==> src/rtl/nrt_pkg.sv <==
package nrt_pkg;
  localparam int PH_W   = 64;
  localparam int WORD_W = 32;
  typedef logic [PH_W-1:0]   phase_t;
  typedef logic [WORD_W-1:0] word_t;
endpackage

==> src/rtl/nrt_edge_sync.sv <==
module nrt_edge_sync (
  input  logic clk,
  input  logic rst,
  input  logic din,
  output logic rise
);
  logic [2:0] stg;

  always_ff @(posedge clk) begin
    if (rst) stg <= '0;
    else     stg <= {stg[1:0], din};
  end

  // stg[0], stg[1] form the synchronizer; stg[2] is the delayed copy
  assign rise = stg[1] & ~stg[2];
endmodule

==> src/rtl/nrt_gate_counter.sv <==
module nrt_gate_counter #(
  parameter int GATE_CYCLES = 400000,
  parameter int N_CH        = 2,
  parameter int CNT_W       = 19
) (
  input  logic                       clk,
  input  logic                       rst,
  input  logic [N_CH-1:0]            pulse,
  output logic                       win_done,
  output logic [N_CH-1:0][CNT_W-1:0] total
);
  localparam int WIN_W = (GATE_CYCLES > 1) ? $clog2(GATE_CYCLES) : 1;
  localparam logic [WIN_W-1:0] WIN_LAST = WIN_W'(GATE_CYCLES - 1);

  logic [WIN_W-1:0] win_cnt;
  logic             closing;

  assign closing = (win_cnt == WIN_LAST);

  always_ff @(posedge clk) begin
    if (rst) begin
      win_cnt  <= '0;
      win_done <= 1'b0;
    end else begin
      win_done <= closing;
      win_cnt  <= closing ? '0 : win_cnt + 1'b1;
    end
  end

  for (genvar c = 0; c < N_CH; c++) begin : g_ch
    logic [CNT_W-1:0] acc;
    always_ff @(posedge clk) begin
      if (rst) begin
        acc      <= '0;
        total[c] <= '0;
      end else if (closing) begin
        total[c] <= acc + CNT_W'(pulse[c]);
        acc      <= '0;
      end else begin
        acc <= acc + CNT_W'(pulse[c]);
      end
    end
  end
endmodule

==> src/rtl/nrt_divider.sv <==
module nrt_divider #(
  parameter int DW = 51,
  parameter int VW = 19
) (
  input  logic          clk,
  input  logic          rst,
  input  logic          start,
  input  logic [DW-1:0] dividend,
  input  logic [VW-1:0] divisor,
  output logic          busy,
  output logic          done,
  output logic [DW-1:0] quotient
);
  localparam int CW = $clog2(DW);

  logic [DW-1:0] dvd;
  logic [VW-1:0] dvs;
  logic [VW-1:0] rem;
  logic [CW-1:0] bit_left;
  logic [VW:0]   shifted;
  logic [VW:0]   trial;
  logic          qbit;
  logic [VW-1:0] rem_nxt;

  always_comb begin
    shifted = {rem, dvd[DW-1]};
    trial   = shifted - {1'b0, dvs};
    qbit    = (shifted >= {1'b0, dvs});
    rem_nxt = qbit ? trial[VW-1:0] : shifted[VW-1:0];
  end

  always_ff @(posedge clk) begin
    if (rst) begin
      busy     <= 1'b0;
      done     <= 1'b0;
      dvd      <= '0;
      dvs      <= '0;
      rem      <= '0;
      quotient <= '0;
      bit_left <= '0;
    end else begin
      done <= 1'b0;
      if (start && !busy) begin
        dvd      <= dividend;
        dvs      <= divisor;
        rem      <= '0;
        quotient <= '0;
        bit_left <= CW'(DW - 1);
        busy     <= 1'b1;
      end else if (busy) begin
        rem      <= rem_nxt;
        quotient <= {quotient[DW-2:0], qbit};
        dvd      <= {dvd[DW-2:0], 1'b0};
        if (bit_left == '0) begin
          busy <= 1'b0;
          done <= 1'b1;
        end else begin
          bit_left <= bit_left - 1'b1;
        end
      end
    end
  end
endmodule

==> src/rtl/nrt_phase_accum.sv <==
module nrt_phase_accum
  import nrt_pkg::*;
(
  input  logic   clk,
  input  logic   rst,
  input  logic   load,
  input  phase_t init,
  input  word_t  step_hi,
  output phase_t phase
);
  always_ff @(posedge clk) begin
    if (rst || load) phase <= init;
    else             phase <= phase + {step_hi, {WORD_W{1'b0}}};
  end
endmodule

==> src/rtl/nco_ratio_tuner.sv <==
module nco_ratio_tuner
  import nrt_pkg::*;
#(
  parameter int GATE_CYCLES = 400000
) (
  input  logic         clk,
  input  logic         rst,
  input  logic         lo_in,
  input  logic         ref_in,
  input  logic [31:0]  nom_inc_hi,
  input  logic [63:0]  init_phase,
  input  logic         phase_load,
  output logic [63:0]  phase_out,
  output logic         ratio_err
);
  localparam int CNT_W = $clog2(GATE_CYCLES + 1);
  localparam int DW    = WORD_W + CNT_W;
  localparam int LO    = 0;
  localparam int RF    = 1;

  logic [1:0]            osc_raw;
  logic [1:0]            osc_rise;
  logic [1:0][CNT_W-1:0] counts;
  logic                  gate_done;
  logic [CNT_W-1:0]      ref_cnt;
  logic [DW-1:0]         product;
  logic                  div_start;
  logic                  div_busy;
  logic                  div_done;
  logic [DW-1:0]         quo;
  word_t                 inc_hi;
  word_t                 corr_hi;
  logic                  have_corr;

  assign osc_raw = {ref_in, lo_in};

  for (genvar c = 0; c < 2; c++) begin : g_sync
    nrt_edge_sync u_sync (
      .clk  (clk),
      .rst  (rst),
      .din  (osc_raw[c]),
      .rise (osc_rise[c])
    );
  end

  nrt_gate_counter #(
    .GATE_CYCLES (GATE_CYCLES),
    .N_CH        (2),
    .CNT_W       (CNT_W)
  ) u_gate (
    .clk      (clk),
    .rst      (rst),
    .pulse    (osc_rise),
    .win_done (gate_done),
    .total    (counts)
  );

  assign ref_cnt   = counts[RF];
  // multiply first: the full product keeps every bit for the divide
  assign product   = {{CNT_W{1'b0}}, nom_inc_hi} * {{WORD_W{1'b0}}, counts[LO]};
  assign div_start = gate_done && (ref_cnt != '0) && !div_busy;

  nrt_divider #(
    .DW (DW),
    .VW (CNT_W)
  ) u_div (
    .clk      (clk),
    .rst      (rst),
    .start    (div_start),
    .dividend (product),
    .divisor  (ref_cnt),
    .busy     (div_busy),
    .done     (div_done),
    .quotient (quo)
  );

  assign corr_hi = (|quo[DW-1:WORD_W]) ? {WORD_W{1'b1}} : quo[WORD_W-1:0];

  always_ff @(posedge clk) begin
    if (rst) begin
      inc_hi    <= nom_inc_hi;
      have_corr <= 1'b0;
      ratio_err <= 1'b0;
    end else begin
      if (div_done) begin
        inc_hi    <= corr_hi;
        have_corr <= 1'b1;
      end else if (!have_corr) begin
        inc_hi <= nom_inc_hi;
      end
      if (gate_done) ratio_err <= (ref_cnt == '0);
    end
  end

  nrt_phase_accum u_acc (
    .clk     (clk),
    .rst     (rst),
    .load    (phase_load),
    .init    (init_phase),
    .step_hi (inc_hi),
    .phase   (phase_out)
  );
endmodule

==> config.mk <==
export PLATFORM = sky130hd
export DESIGN_NAME = nco_ratio_tuner
export DESIGN_NICKNAME = d
export VERILOG_FILES = /design/src/rtl/nrt_pkg.sv /design/src/rtl/nrt_edge_sync.sv /design/src/rtl/nrt_gate_counter.sv /design/src/rtl/nrt_divider.sv /design/src/rtl/nrt_phase_accum.sv /design/src/rtl/nco_ratio_tuner.sv
export SDC_FILE = /design/constraint.sdc
export NUM_CORES = 2
export LEC_CHECK = 0
export ABC_AREA = 1
export BUFFER_PORTS_ARGS = -buffer_cell sky130_fd_sc_hd__buf_4
export CAP_MARGIN = 20
export CORE_AREA = 5 5 283 285
export DETAILED_ROUTE_END_ITERATION = 10
export DIE_AREA = 0 0 288 290
export GPL_ROUTABILITY_DRIVEN = 1
export HOLD_SLACK_MARGIN = 0.12
export MAX_ROUTING_LAYER = met4
export PLACE_DENSITY = 0.73
export SLEW_MARGIN = 30
export SYNTH_ARGS = -nofsm -noshare
export SYNTH_HDL_FRONTEND = slang
export SYNTH_SLANG_ARGS = --single-unit
export TNS_END_PERCENT = 20
==> constraint.sdc <==
create_clock -name clk -period 6.1 [get_ports clk]
set_input_delay 1.22 -clock clk [delete_from_list [all_inputs] [get_ports clk]]
set_output_delay 1.22 -clock clk [all_outputs]
set_load 0.01 [all_outputs]
==> impl_metrics.csv <==
group,metric,value,unit
min_path,hold_path_class,"register to register",
setup_path,critPathBufInv,7,
timing,hold_viol,0,
clock_network,path_clk_slew,0.06,ns
grt,global_route.usage.total,25.4,%
synth,ys_top_cells_by_area,"fa_1 (27%), dfxtp_1 (15%), inv_1 (15%), nand2_1 (14%), ha_1 (6.3%)",
synth,avgSynthCellArea,7.11,um^2
cells_and_area,synthToLayoutAreaGrowth,15.7,%
setup_path,critPathSlowestCell,"fa_1",
timing,fin_crit_sh,97.2,%
synth,syn_area,0.0382,mm^2
timing,fin_tns_setup,0,ns
grt,grt.overflow.total,0,
setup_path,path_delay_family,"adder cells",
grt,grt_pass1_vias,33214,
synth,ys_ff_latch,348,
job,maxCapViolCount,0,
floorplanning,die-area,0.0835,mm^2
setup_path,cp.arrival,6.41,ns
drt,route.detailed.drc,0,
placed_design,hpwlAfterDp,83300,um
clock_network,clk_latency,0.59,ns
drt,vias,33257,
timing,final_max_slew_viol_count,0,
drt,first_pass_iters,7,
synth,postSynthCellCount,5369,
setup_path,crit_path_cell_trace,"buf_4 -> buf_4 -> buf_4 -> nand2_1 -> inv_1 -> fa_1 -> fa_1 -> fa_1 -> fa_1 -> fa_1 -> inv_1 -> fa_1 -> inv_1 -> ha_1 -> nand2_2 -> nor2_2 -> inv_2 -> nor4_4 -> nand2_1 -> nand3_1 -> nand3_2 -> a21oi_1",
synth,ys.flop_type,"dfxtp_1",
placed_design,pre_cts_slack,-0.576,ns
cells_and_area,nets,6420,
floorplanning,num_io_pins,166,
drt,routed_via_density,4.97,
setup_path,required,6.58,ns
synth,synthTopCellsByCount,"inv_1 (1487), nand2_1 (1441), fa_1 (511)",
grt,antenna_found_initial,3,
placed_design,place_congestion,0.986,
floorplanning,start_util,49.5,%
cells_and_area,drive_gt1_share,11.2,%
timing,setup_viol,0,
floorplanning,core,0.0771,mm^2
pwr,p_leak,0.0242,uW
timing,rsz0062_at_grt,"yes",
floorplanning,num_rows,102,
synth,yosysMostFrequentCell,"inv_1",
placed_design,port_buffers,165,
timing,max_slew_margin,42.3,%
timing,setup_slack,0.173,ns
pwr,cellPowerDensity,131,mW/mm^2
drt,drt_wl_total,105000,um
clock_network,root_buffer,"clkbuf_16",
grt,grt_max_degree,83,
synth,synth_top_area_share,26.8,%
setup_path,crit_path_max_fanout,8,
drt,drt_iter0_markers,2097,
clock_network,cts_max_level,2,
clock_network,cts_buffer_depth,3,
setup_path,crit_cells,22,
pwr,peakVddDrop,0.165,mV
setup_path,startpoint_type,"input port",
timing,finalClockSkew,0.0277,ns
drt,drtAntennaViolNets,0,
synth,ys_seq_area_share,19.9,%
floorplanning,die_h,290,um
timing,fin_crit,5.93,ns
floorplanning,die_w,288,um
synth,yosys_warnings,0,
setup_path,critical-path-max-stage-delay,0.55,ns
timing,worst_slew_pin_slew,0.865,ns
grt,grt_first_pass_wirelength,169000,um
setup_path,critPathMostFrequentCell,"fa_1",
synth,async_reset_ff_share,0,%
timing,timing.fmax,169,MHz
synth,yosysTopAreaCell,"fa_1",
clock_network,cts_buffers,40,
synth,synth_edf_count,64,
min_path,holdPathStages,2,
clock_network,cts_tree,"yes",
cells_and_area,fillerInstances,7098,
setup_path,critical_path_class,"input port to register",
clock_network,cts_hold_buf,0,
clock_network,cts.sinks,348,
setup_path,cp-end-kind,"register",
setup_path,reg2reg_depth,24,
drt,wl_per_cell,15.6,um
synth,synth_fp_nets,6174,
synth,synth_cell_types,51,
outcome,outcome,"completed",
timing,hold_slack,0.409,ns
[through the flow]
step / instances / power [uW] / util [%] / instance area (um^2)
global placement: 6609 / 3220 / 54.6 / 42100
finish: 6690 / 5780 / 57.3 / 44200
global route: 6690 / 6000 / 57.3 / 44200
CTS: 6683 / 5820 / 56.5 / 43600
detailed placement: 6609 / 3230 / 54.6 / 42100
floorplan: 5369 / 2890 / - / 38200
[final timing paths]
kind / from / to / slack (ns)
min: g_sync[0].u_sync.stg[0] / g_sync[0].u_sync.stg[1] / 0.41
max reg2reg: u_gate.total[4] / u_div.dvd[42] / 0.38
min reg2reg: g_sync[0].u_sync.stg[0] / g_sync[0].u_sync.stg[1] / 0.41
max: nom_inc_hi[16] / u_div.dvd[39] / 0.17
[worst reg2reg max path, stage by stage (launching register included)]
cell and delay (ns):
dfxtp_1 0.39, buf_12 0.24, nand2_1 0.17, fa_1 0.53, fa_1 0.52, fa_1 0.52, inv_1 0.06, fa_1 0.53
fa_1 0.51, inv_1 0.06, fa_1 0.52, inv_1 0.06, ha_2 0.37, nand2_2 0.11, inv_1 0.07, nand2_1 0.05
nand2_1 0.16, a21oi_1 0.10, buf_4 0.16, nor2_1 0.12, nor2_1 0.07, nand2_1 0.07, nand2_1 0.05, nand3_1 0.07
a21oi_1 0.07
[what timing repair did]
action                                  in CTS  in global routing
setup buffers                                0                  4
endpoints found under the setup margin       0                 35
resized for setup                            0                127
[layout make-up]
| class | count | area (um^2) | area share (%) |
|---|---|---|---|
| Antenna cell | 3 | 7.51 | 0.0170 |
| Clock buffer | 56 | 1140 | 2.59 |
| Clock inverter | 18 | 297 | 0.671 |
| Inverter | 1492 | 5600 | 12.7 |
| Multi-Input combinational cell | 3307 | 24600 | 55.7 |
| Sequential cell | 348 | 7610 | 17.2 |
| Tap cell | 1040 | 1300 | 2.95 |
| Timing Repair Buffer | 426 | 3590 | 8.14 |
[per-layer routing]
| metal | global-route usage, % | part of all wire [%] | wire length, um | up-vias |
|---|---|---|---|---|
| li1 | - | - | - | 16141 |
| met1 | 31.7 | 41 | 42700 | 15847 |
| met2 | 42.5 | 48 | 50500 | 1033 |
| met3 | 3.61 | 6.8 | 7160 | 236 |
| met4 | 8.62 | 4.0 | 4220 | 0 |
| met5 | - | 0 | 0 | - |
[kinds of logic (layout without fill, tap and decap cells)]
logic type | count (synthesis) | in the layout | synth area share, %
other | 0 | 3 | 0
AOI/OAI and AO/OA | 451 | 451 | 6.57
adders and majority gates | 704 | 704 | 33.1
buffers and inverters | 1714 | 1992 | 17.0
and+or+nand+nor | 2086 | 2086 | 21.9
DFF | 348 | 348 | 19.9
xor gates and xnor gates | 66 | 66 | 1.51
[registers in the layout, indices dropped and copies added, names as in the netlist]
name and flops:
g_sync.u_sync.stg 6, have_corr 1, inc_hi 32, ratio_err 1, u_acc.phase 64, u_div.bit_left 6, u_div.busy 1, u_div.done 1
u_div.dvd 51, u_div.dvs 19, u_div.quotient 51, u_div.rem 19, u_gate.g_ch.acc 38, u_gate.total 38, u_gate.win_cnt 19, u_gate.win_done 1
[cell usage in the layout (no fill, tap or decap), types with 11 or more instances in the layout]
cell / count
o21bai_1: 11
nor2_1: 339
nor3_1: 29
nand2_1: 1419
xnor2_1: 25
edfxtp_1: 64
a21oi_1: 205
xor2_1: 41
dfxtp_1: 282
clkbuf_16: 40
nand2_2: 26
ha_1: 172
ha_4: 18
nor4_1: 11
buf_6: 18
nor2_2: 28
o21ai_1: 13
fa_1: 506
a31oi_1: 19
buf_4: 381
buf_12: 25
or2_2: 16
o21ai_0: 90
nand4_1: 32
nand3_1: 140
inv_1: 1484
o22ai_1: 72
[power breakdown]
group	internal (uW)	switching, uW
Clock	1540	1040
Combinational	292	459
Sequential	2410	35.9
Total	4240	1530
Power figures use the tool's default switching activity.
